`src/rtl/dspmb_pkg.sv`:
```
package dspmb_pkg;

    localparam int unsigned ADDR_W   = 4;
    localparam int unsigned RDY_BIT  = 0;
    localparam int unsigned CMD_RDREQ = 1;
    localparam int unsigned CMD_ACK   = 2;

    typedef enum logic [2:0] {
        SEL_CLK  = 3'd0,
        SEL_CMD  = 3'd1,
        SEL_STAT = 3'd2,
        SEL_CFG  = 3'd3,
        SEL_D2H  = 3'd4,
        SEL_H2D  = 3'd5,
        SEL_MASK = 3'd6,
        SEL_NONE = 3'd7
    } reg_sel_e;

    typedef struct packed {
        logic     wr;
        logic     rd;
        reg_sel_e sel;
    } host_acc_t;

    localparam logic [ADDR_W-1:0] ADDR_CMD  = ADDR_W'(2 * int'(SEL_CMD));
    localparam logic [ADDR_W-1:0] ADDR_STAT = ADDR_W'(2 * int'(SEL_STAT));
    localparam logic [ADDR_W-1:0] ADDR_D2H  = ADDR_W'(2 * int'(SEL_D2H));

    function automatic reg_sel_e decode_addr(input logic [ADDR_W-1:0] a);
        if (a[0] || a[ADDR_W-1:1] == 3'd7)
            return SEL_NONE;
        return reg_sel_e'(a[ADDR_W-1:1]);
    endfunction

endpackage

```
`src/rtl/dspmb_hostregs.sv`:
```
module dspmb_hostregs
    import dspmb_pkg::*;
#(
    parameter int unsigned DW = 16
) (
    input  logic          clk,
    input  logic          rst,
    input  host_acc_t     acc,
    input  logic [DW-1:0] wdata,
    input  logic [DW-1:0] stat_q,
    input  logic [DW-1:0] d2h_q,
    output logic [DW-1:0] clkctl_q,
    output logic [DW-1:0] cfg_q,
    output logic [DW-1:0] h2d_q,
    output logic [DW-1:0] mask_q,
    output logic [DW-1:0] cmd_q,
    output logic          cmd_stb,
    output logic [DW-1:0] rdata
);

    logic [DW-1:0] rd_mux;

    always_comb begin
        case (acc.sel)
            SEL_CLK:  rd_mux = clkctl_q;
            SEL_CMD:  rd_mux = cmd_q;
            SEL_STAT: rd_mux = stat_q;
            SEL_CFG:  rd_mux = cfg_q;
            SEL_D2H:  rd_mux = stat_q[RDY_BIT] ? d2h_q : '0;
            SEL_H2D:  rd_mux = h2d_q;
            SEL_MASK: rd_mux = mask_q;
            default:  rd_mux = '0;
        endcase
    end

    always_ff @(posedge clk) begin
        if (rst) begin
            clkctl_q <= '0;
            cfg_q    <= '0;
            h2d_q    <= '0;
            mask_q   <= '0;
            cmd_q    <= '0;
            cmd_stb  <= 1'b0;
            rdata    <= '0;
        end else begin
            cmd_stb <= 1'b0;
            if (acc.wr) begin
                case (acc.sel)
                    SEL_CLK:  clkctl_q <= wdata;
                    SEL_CMD: begin
                        cmd_q   <= wdata;
                        cmd_stb <= 1'b1;
                    end
                    SEL_CFG:  cfg_q  <= wdata;
                    SEL_H2D:  h2d_q  <= wdata;
                    SEL_MASK: mask_q <= wdata;
                    default: ;
                endcase
            end
            if (acc.rd)
                rdata <= rd_mux;
        end
    end

endmodule

```
`src/rtl/dspmb_status.sv`:
```
module dspmb_status
    import dspmb_pkg::*;
#(
    parameter int unsigned DW = 16
) (
    input  logic          clk,
    input  logic          rst,
    input  logic          stat_vld,
    input  logic [DW-1:0] stat_word,
    input  logic          stat_wake,
    input  logic          data_vld,
    input  logic [DW-1:0] data_word,
    input  logic          rdy_clr,
    input  logic [DW-1:0] mask,
    output logic [DW-1:0] stat_q,
    output logic [DW-1:0] d2h_q,
    output logic          event_o
);

    logic [DW-1:0] dsp_nxt;
    logic [DW-1:0] stat_d;
    logic [DW-1:0] ev_bits;
    logic          wake_excl;

    assign wake_excl = stat_vld && stat_wake;

    always_comb begin
        dsp_nxt = stat_vld ? stat_word : stat_q;
        if (data_vld)
            dsp_nxt[RDY_BIT] = 1'b1;
        stat_d = dsp_nxt;
        if (rdy_clr && !data_vld)
            stat_d[RDY_BIT] = 1'b0;
    end

    for (genvar b = 0; b < DW; b++) begin : g_chg
        if (b == RDY_BIT) begin : g_rdy
            assign ev_bits[b] = (dsp_nxt[b] ^ stat_q[b]) && mask[b] && !wake_excl;
        end else begin : g_oth
            assign ev_bits[b] = (dsp_nxt[b] ^ stat_q[b]) && mask[b];
        end
    end

    assign event_o = |ev_bits;

    always_ff @(posedge clk) begin
        if (rst) begin
            stat_q <= '0;
            d2h_q  <= '0;
        end else begin
            stat_q <= stat_d;
            if (data_vld)
                d2h_q <= data_word;
        end
    end

endmodule

```
`src/rtl/dspmb_irq.sv`:
```
module dspmb_irq (
    input  logic clk,
    input  logic rst,
    input  logic event_i,
    input  logic ack_i,
    input  logic stat_rd_i,
    output logic irq_o
);

    logic armed;
    logic ackd;

    always_ff @(posedge clk) begin
        if (rst) begin
            irq_o <= 1'b0;
            armed <= 1'b1;
            ackd  <= 1'b0;
        end else if (event_i && armed) begin
            irq_o <= 1'b1;
            armed <= 1'b0;
            ackd  <= 1'b0;
        end else begin
            if (ack_i && irq_o && !armed) begin
                armed <= 1'b1;
                ackd  <= 1'b1;
            end
            if (stat_rd_i && ackd) begin
                irq_o <= 1'b0;
                ackd  <= 1'b0;
            end
        end
    end

endmodule

```
`src/rtl/dspmb_top.sv`:
```
module dspmb_top
    import dspmb_pkg::*;
#(
    parameter int unsigned DW = 16
) (
    input  logic              clk,
    input  logic              rst,
    input  logic [ADDR_W-1:0] host_addr,
    input  logic              host_wr,
    input  logic              host_rd,
    input  logic [DW-1:0]     host_wdata,
    output logic [DW-1:0]     host_rdata,
    output logic              host_irq,
    input  logic              dsp_stat_vld,
    input  logic [DW-1:0]     dsp_stat_word,
    input  logic              dsp_stat_wake,
    input  logic              dsp_data_vld,
    input  logic [DW-1:0]     dsp_data_word,
    output logic [DW-1:0]     dsp_clkctl,
    output logic [DW-1:0]     dsp_cfg,
    output logic [DW-1:0]     dsp_h2d,
    output logic [DW-1:0]     dsp_cmd,
    output logic              dsp_cmd_stb
);

    host_acc_t     acc;
    logic          cmd_wr;
    logic          rdy_clr;
    logic          ack;
    logic          stat_rd;
    logic [DW-1:0] mask_q;
    logic [DW-1:0] stat_q;
    logic [DW-1:0] d2h_q;
    logic          stat_event;

    assign acc.wr  = host_wr;
    assign acc.rd  = host_rd;
    assign acc.sel = decode_addr(host_addr);

    assign cmd_wr  = host_wr && (acc.sel == SEL_CMD);
    assign rdy_clr = cmd_wr && (host_wdata == DW'(CMD_RDREQ));
    assign ack     = cmd_wr && (host_wdata == DW'(CMD_ACK));
    assign stat_rd = host_rd && (acc.sel == SEL_STAT);

    dspmb_hostregs #(.DW(DW)) u_regs (
        .clk      (clk),
        .rst      (rst),
        .acc      (acc),
        .wdata    (host_wdata),
        .stat_q   (stat_q),
        .d2h_q    (d2h_q),
        .clkctl_q (dsp_clkctl),
        .cfg_q    (dsp_cfg),
        .h2d_q    (dsp_h2d),
        .mask_q   (mask_q),
        .cmd_q    (dsp_cmd),
        .cmd_stb  (dsp_cmd_stb),
        .rdata    (host_rdata)
    );

    dspmb_status #(.DW(DW)) u_stat (
        .clk       (clk),
        .rst       (rst),
        .stat_vld  (dsp_stat_vld),
        .stat_word (dsp_stat_word),
        .stat_wake (dsp_stat_wake),
        .data_vld  (dsp_data_vld),
        .data_word (dsp_data_word),
        .rdy_clr   (rdy_clr),
        .mask      (mask_q),
        .stat_q    (stat_q),
        .d2h_q     (d2h_q),
        .event_o   (stat_event)
    );

    dspmb_irq u_irq (
        .clk       (clk),
        .rst       (rst),
        .event_i   (stat_event),
        .ack_i     (ack),
        .stat_rd_i (stat_rd),
        .irq_o     (host_irq)
    );

endmodule

```
`config.mk`:
```
export PLATFORM = sky130hd
export DESIGN_NAME = dspmb_top
export DESIGN_NICKNAME = d
export VERILOG_FILES = /design/src/rtl/dspmb_pkg.sv /design/src/rtl/dspmb_hostregs.sv /design/src/rtl/dspmb_status.sv /design/src/rtl/dspmb_irq.sv /design/src/rtl/dspmb_top.sv
export SDC_FILE = /design/constraint.sdc
export NUM_CORES = 1
export LEC_CHECK = 0
export ABC_CLOCK_PERIOD_IN_PS = 2200
export CAP_MARGIN = 10
export CORE_MARGIN = 3
export CORE_UTILIZATION = 57
export CTS_CLUSTER_SIZE = 30
export DETAILED_ROUTE_END_ITERATION = 10
export DONT_BUFFER_PORTS = 1
export PLACE_DENSITY = 0.84
export SLEW_MARGIN = 20
export SYNTH_ARGS = -nofsm -noshare
export SYNTH_HDL_FRONTEND = slang
export SYNTH_SLANG_ARGS = --single-unit
```
`constraint.sdc`:
```
create_clock -name clk -period 2.2 [get_ports clk]
set_input_delay 0.55 -clock clk [delete_from_list [all_inputs] [get_ports clk]]
set_output_delay 0.55 -clock clk [all_outputs]
set_load 0.005 [all_outputs]
```
==> results of run 1 <==
## per-stage QoR
step | total power, uW | cells
floorplan | 2760 | 673
global placement | 2740 | 767
detailed placement | 2750 | 767
CTS | 5690 | 798
global route | 5820 | 798
finish | 5700 | 798
## layout make-up
type                    count  area, um2
clock inverters            11        176
well taps                 129        161
clock buffers              20        445
fillers                   731       3060
inverters                   3       11.3
multi-input cells         482       2790
repair buffers             21        170
flip-flops and latches    132       2640
## metal layers
metal,global-route usage [%],wire [um],part of all wire (%),up-vias
met5,0,0,0,-
met4,13.8,605,3.3,0
met3,14.4,2700,15,54
met2,52.5,8610,48,366
met1,36.3,6200,34,2478
li1,-,-,-,2349
## worst paths after layout
check / start / endpoint / slack [ns] / cells past startpoint
worst min register to register: u_regs.mask_q[15]$_SDFFE_PP0P_ / u_regs.mask_q[15]$_SDFFE_PP0P_ / 0.48 / 2
worst max register to register: u_stat.stat_q[0]$_SDFF_PP0_ / u_regs.rdata[2]$_SDFFE_PP0P_ / 0.65 / 6
worst min-delay path: rst / u_stat.stat_q[4]$_SDFF_PP0_ / 0.1 / 1
worst max-delay path: u_stat.stat_q[0]$_SDFF_PP0_ / u_regs.rdata[2]$_SDFFE_PP0P_ / 0.65 / 6
## registers in the layout (all words and copies together) (netlist names)
register,flops
u_regs.clkctl_q,16
u_irq.ackd,1
u_stat.d2h_q,16
u_regs.h2d_q,16
u_regs.cmd_stb,1
u_regs.mask_q,16
u_irq.armed,1
u_regs.cmd_q,16
u_regs.rdata,16
u_irq.irq_o,1
u_regs.cfg_q,16
u_stat.stat_q,16
## kinds of logic (layout without fill, tap and decap cells)
logic type | Yosys count | in the layout
simple gates | 265 | 265
flops | 132 | 132
buf+inv | 59 | 55
mux | 31 | 31
xor+xnor | 15 | 15
compound gates | 171 | 171
## power groups by stage
stage | clock (uW) | combinational (uW) | sequential [uW]
3_5_place_dp | 0 | 196 | 2560
5_1_grt | 3090 | 221 | 2510
6_report | 2990 | 203 | 2510
2_1_floorplan | 0 | 225 | 2540
4_1_cts | 2990 | 199 | 2500
3_3_place_gp | 0 | 189 | 2550
## placed cells by master, fill, tap and decap left out, types with 2 or more instances in the layout
cell type / count
dfxtp_1: 132
bufinv_16: 4
nand4_1: 3
mux2i_1: 31
a22oi_1: 32
nor4_1: 6
o21ai_0: 2
nand3_1: 51
nor4bb_4: 2
a31o_2: 16
xor2_1: 15
nand2b_1: 18
clkbuf_8: 3
clkbuf_16: 16
inv_1: 3
clkinv_4: 4
and2_0: 2
a21oi_1: 99
nand3b_1: 3
nor2_1: 35
a222oi_1: 16
nand2_1: 137
buf_4: 20
nor3_2: 2
## critical path: cells and delay by family, from the launching register on
family	cells	cell delay, ns
AOI/OAI and AO/OA	3	0.53
DFF	1	0.44
buffers and inverters	1	0.27
and+or+nand+nor	2	0.26
==> impl_metrics.json, run 1 <==
{
  "outcome": "completed",
  "ys_types": 37,
  "swShare_pct": 21.9,
  "intPower_uw": 4450,
  "fin_area_um2": 6400,
  "antenna_cells": 0,
  "syn_to_final_growth_pct": 13.2,
  "switching_power_uw": 1250,
  "yosysMostFrequentCell": "nand2_1",
  "synth_seq_area_share_pct": 46.7,
  "ctsHoldBuffers": 0,
  "synth_area_um2": 5650,
  "synth_edf_count": 0,
  "hold_ws_ns": 0.0990,
  "yosysWarningCount": 0,
  "grt_pass1_wl_um": 28000,
  "die_x_um": 106,
  "clkPwrFrac_pct": 52.5,
  "syn_area_per_cell_um2": 8.40,
  "h-tree-depth": 4,
  "crit_fanout": 16,
  "dp_hpwl_um": 11900,
  "p_per_area_nw_per_um2": 891,
  "critical-path-max-stage-delay_ns": 0.44,
  "drc": 0,
  "critical_path.endpoint_type": "flop",
  "layout_min_cycle_time_ns": 1.55,
  "clkTransAtPathRegs_ns": 0.06,
  "cts_buffers": 17,
  "setup_tns_ns": 0,
  "min_period_over_period_pct": 70.5,
  "final_util_pct": 67.7,
  "slew_headroom_pct": 53.4,
  "drive_gt1_share_pct": 11.4,
  "seq_power_share_pct": 43.9,
  "postPlaceCellArea_um2": 5780,
  "fmax_ghz": 0.645,
  "initial_core_util_pct": 59.8,
  "worstPathArrival_ns": 2.01,
  "required_ns": 2.66,
  "crit_type": "reg -> reg",
  "grt_max_degree": 133,
  "crit_chain": "nand3b_1, nor3_2, buf_4, a222oi_1, a31o_2, a21oi_1",
  "ys_ff_latch": 132,
  "vias": 5247,
  "drv_slew": 0,
  "avgViaCountPerCell": 6.58,
  "dieArea_um2": 11100,
  "core_area_um2": 9460,
  "cts.sinks": 132,
  "synth_nets": 732,
  "cts_setup_buffers": 0,
  "postSynth.asyncResetShare_pct": 0,
  "antenna_found_initial": 0,
  "rsz0062_at_grt": "false",
  "yosysTopAreaCell": "dfxtp_1",
  "synth_top_family_by_area": "simple AND/OR/NAND/NOR gates",
  "postCtsResizedCells": 0,
  "portBuffers": 0,
  "synth_fa_ha_area_share_pct": 0,
  "cp-start-kind": "flop",
  "syn_inst": 673,
  "routedWlPerCell_um": 22.7,
  "max_cap_violations": 0,
  "post-place-ws_ns": 0.222,
  "cts_buffer_depth": 2,
  "clk_latency_ns": 0.53,
  "setup-violations-final": 0,
  "synth.top_cell.area_share_pct": 46.7,
  "synth_compound_area_share_pct": 19.5,
  "clock_skew_ns": 0.00807,
  "muxShareOfSynthArea_pct": 5.49,
  "cts_tree": "built",
  "io_pins": 141,
  "place_congestion": 0.890,
  "overflow": 0,
  "wirelength_um": 18100,
  "drt-initial-drc-count": 687,
  "hold_violations": 0,
  "first_global_vias": 5083,
  "die_h_um": 106,
  "comb_power_share_pct": 3.6,
  "synth_simple_gate_area_share_pct": 21.5,
  "cts_root_buf": "clkbuf_8",
  "antenna_left": 0,
  "synthFlopType": "dfxtp_1",
  "fin_nets": 716,
  "fp-row-count": 35,
  "drt_pass1_iterations": 7,
  "cellLeakagePower_uw": 0.00220,
  "grt_use_total_pct": 32.1,
  "ys_top_cells_by_count": "137 x nand2_1, 132 x dfxtp_1, 99 x a21oi_1",
  "synthXorXnorAreaFrac_pct": 2.32,
  "synthTopCellsByArea": "dfxtp_1 47%, nand2_1 9.1%, a21oi_1 8.8%",
  "final.setup.worst_slack_ns": 0.649,
  "ir_drop_mv": 0.420,
  "worst_pin_slew_ns": 0.697,
  "slowest_stage": "dfxtp_1",
  "hold_path_class": "in -> reg"
}
(Power assumes the default switching activity.)
==> inputs of run 2 (changes only) <==
--- a/config.mk
+++ b/config.mk
@@ -5,7 +5,7 @@
 export SDC_FILE = /design/constraint.sdc
 export NUM_CORES = 1
 export LEC_CHECK = 0
-export ABC_CLOCK_PERIOD_IN_PS = 2200
+export ABC_CLOCK_PERIOD_IN_PS = 1270
 export CAP_MARGIN = 10
 export CORE_MARGIN = 3
 export CORE_UTILIZATION = 57
==> constraint.sdc (replaced) <==
create_clock -name clk -period 1.27 [get_ports clk]
set_input_delay 0.3175 -clock clk [delete_from_list [all_inputs] [get_ports clk]]
set_output_delay 0.3175 -clock clk [all_outputs]
set_load 0.005 [all_outputs]
==> run 2 against run 1 <==
  * The flow now finishes with violations (hold timing, setup timing)
  * Clock skew increased by 0.0014 ns
  * Flip-flop and latch count unchanged
  * Sequential power increased by 73%
  * Global-route usage increased by 3.9 points
  * Total power increased by 75%
==> impl_metrics.json, run 2 (synthesis results as in run 1) <==
{
  "fin_nets": 784,
  "fp-row-count": 35,
  "overflow": 0,
  "drt_pass1_iterations": 7,
  "h-tree-depth": 4,
  "die_x_um": 106,
  "vias": 5779,
  "critical-path-max-stage-delay_ns": 0.36,
  "p_per_area_nw_per_um2": 1350,
  "min_period_over_period_pct": 123,
  "drive_gt1_share_pct": 26.3,
  "final_common_cell": "nand2_1",
  "hold_ws_ns": -0.122,
  "clock_skew_ns": 0.00949,
  "grt_use_total_pct": 36.0,
  "avgViaCountPerCell": 6.67,
  "hold_violations": 114,
  "core_area_um2": 9460,
  "clkTransAtPathRegs_ns": 0.06,
  "r2r_cells": 7,
  "syn_to_final_growth_pct": 30.9,
  "crit_buf_inv": 2,
  "dp_cells": 816,
  "crit_fanout": 8,
  "portBuffers": 0,
  "clk_latency_ns": 0.52,
  "critical_path.endpoint_type": "flop",
  "cts_tree": "built",
  "slew_headroom_pct": 69.7,
  "worstPathArrival_ns": 1.98,
  "crit_type": "reg -> reg",
  "rsz0062_at_grt": "true",
  "ctsHoldBuffers": 17,
  "max_cap_violations": 0,
  "cellLeakagePower_uw": 0.00267,
  "routedWlPerCell_um": 24.0,
  "first_global_vias": 5734,
  "path_delay_family": "compound AO/OA/AOI/OAI gates",
  "antenna_found_initial": 0,
  "final_util_pct": 78.3,
  "mostFrequentLayoutCells": "135 x nand2_1, 107 x dfxtp_1, 86 x a21oi_1",
  "crit_chain": "nand3b_1, nor3_2, buf_4, buf_12, a222oi_1, a31o_2, a21oi_2",
  "antenna_left": 0,
  "fmax_ghz": 0.642,
  "drt-initial-drc-count": 963,
  "outcome": "finished with violations",
  "instances_no_fill": 867,
  "final.setup.worst_slack_ns": -0.288,
  "antenna_cells": 0,
  "cts_buffer_depth": 2,
  "grt_pass1_wl_um": 31100,
  "die_h_um": 106,
  "drc": 0,
  "cp-start-kind": "flop",
  "wirelength_um": 20800,
  "place_congestion": 0.939,
  "dp_hpwl_um": 13500,
  "cts.sinks": 132,
  "min_path_cells": 1,
  "setup_tns_ns": -3.78,
  "dieArea_um2": 11100,
  "cts_root_buf": "clkbuf_8",
  "failed_checks": "hold timing, setup timing",
  "hold_path_class": "in -> reg",
  "cts_buffers": 17,
  "grt_max_degree": 133,
  "layout_min_cycle_time_ns": 1.56,
  "initial_core_util_pct": 59.8,
  "cp.depth": 7,
  "worst_pin_slew_ns": 0.455,
  "ir_drop_mv": 1.05,
  "required_ns": 1.69,
  "slowest_stage": "dfxtp_4",
  "setup-violations-final": 21,
  "io_pins": 141,
  "drv_slew": 0
}
-- run 2: cell count changes in the layout (fill, tap and decap cells not counted), sizes merged --
cell | before | now
dlygate4sd3 | 0 | 17
clkbuf | 20 | 19
inv | 4 | 3
clkinvlp | 1 | 4
buf | 21 | 72
-- run 2: per-layer routing --
metal / up-vias / global-route usage, % / routed length, um
li1: 2487 / - / -
met1: 2731 / 42.0 / 7520
met2: 476 / 56.1 / 9340
met3: 85 / 17.3 / 3200
met4: 0 / 16.5 / 785
met5: - / 0 / 0
-- run 2: worst register-to-register path: cells and delay by family (launching register included) --
kind	cells	cell delay, ns
AO/OA/AOI/OAI	3	0.64
flip-flops	1	0.36
buffers and inverters	2	0.29
AND/OR/NAND/NOR	2	0.17
-- run 2: path summary, 6_finish.rpt --
kind | endpoint | start | slack (ns)
worst max-delay path | u_regs.rdata[12]$_SDFFE_PP0P_ | u_stat.stat_q[0]$_SDFF_PP0_ | -0.29
worst min-delay path | u_stat.stat_q[2]$_SDFF_PP0_ | rst | -0.12
worst max register to register | u_regs.rdata[12]$_SDFFE_PP0P_ | u_stat.stat_q[0]$_SDFF_PP0_ | -0.29
worst min register to register | u_regs.mask_q[15]$_SDFFE_PP0P_ | u_regs.mask_q[15]$_SDFFE_PP0P_ | 0.48
-- run 2: final cells by class --
class                   instances  area, um2
clock buffers                  19        432
fillers                       610       2060
repair buffers                 89        901
clock inverters                13        183
well taps                     129        161
inverters                       3       11.3
flip-flops and latches        132       2680
multi-input cells             482       3040
-- run 2: metrics by stage --
| stage | instance area, um2 | hold WS [ns] | total power, uW | setup WS [ns] |
|---|---|---|---|---|
| 5_1_grt | 7400 | -0.152 | 10200 | -0.355 |
| 3_3_place_gp | 6450 | 0.397 | 4870 | -0.284 |
| 6_report | 7400 | -0.122 | 9980 | -0.288 |
| 2_1_floorplan | 5950 | 0.444 | 4830 | -0.457 |
| 4_1_cts | 7320 | -0.153 | 9920 | -0.223 |
| 3_5_place_dp | 6450 | 0.399 | 4900 | -0.275 |
-- run 2: repair_timing --
item / 4_1_cts / 5_1_grt
buffers inserted: 1 / 2
hold endpoints to repair: 131 / 114
resized for setup: 24 / 29
endpoints found under the setup margin: 24 / 37
pin swaps: 13 / 18
-- run 2: power breakdown --
group	leakage [uW]	switching, uW	internal [uW]
sequential	0.00108	92.6	4250
combinational	0.00129	250	317
clock	0.000290	1840	3230
==> inputs of run 3 (changes only) <==
--- a/config.mk
+++ b/config.mk
@@ -6,7 +6,7 @@
 export NUM_CORES = 1
 export LEC_CHECK = 0
 export ABC_CLOCK_PERIOD_IN_PS = 1270
-export CAP_MARGIN = 10
+export CAP_MARGIN = 5
 export CORE_MARGIN = 3
 export CORE_UTILIZATION = 57
 export CTS_CLUSTER_SIZE = 30
==> results of run 3 <==
Final layout, timing and power as in run 2 (identical DEF).
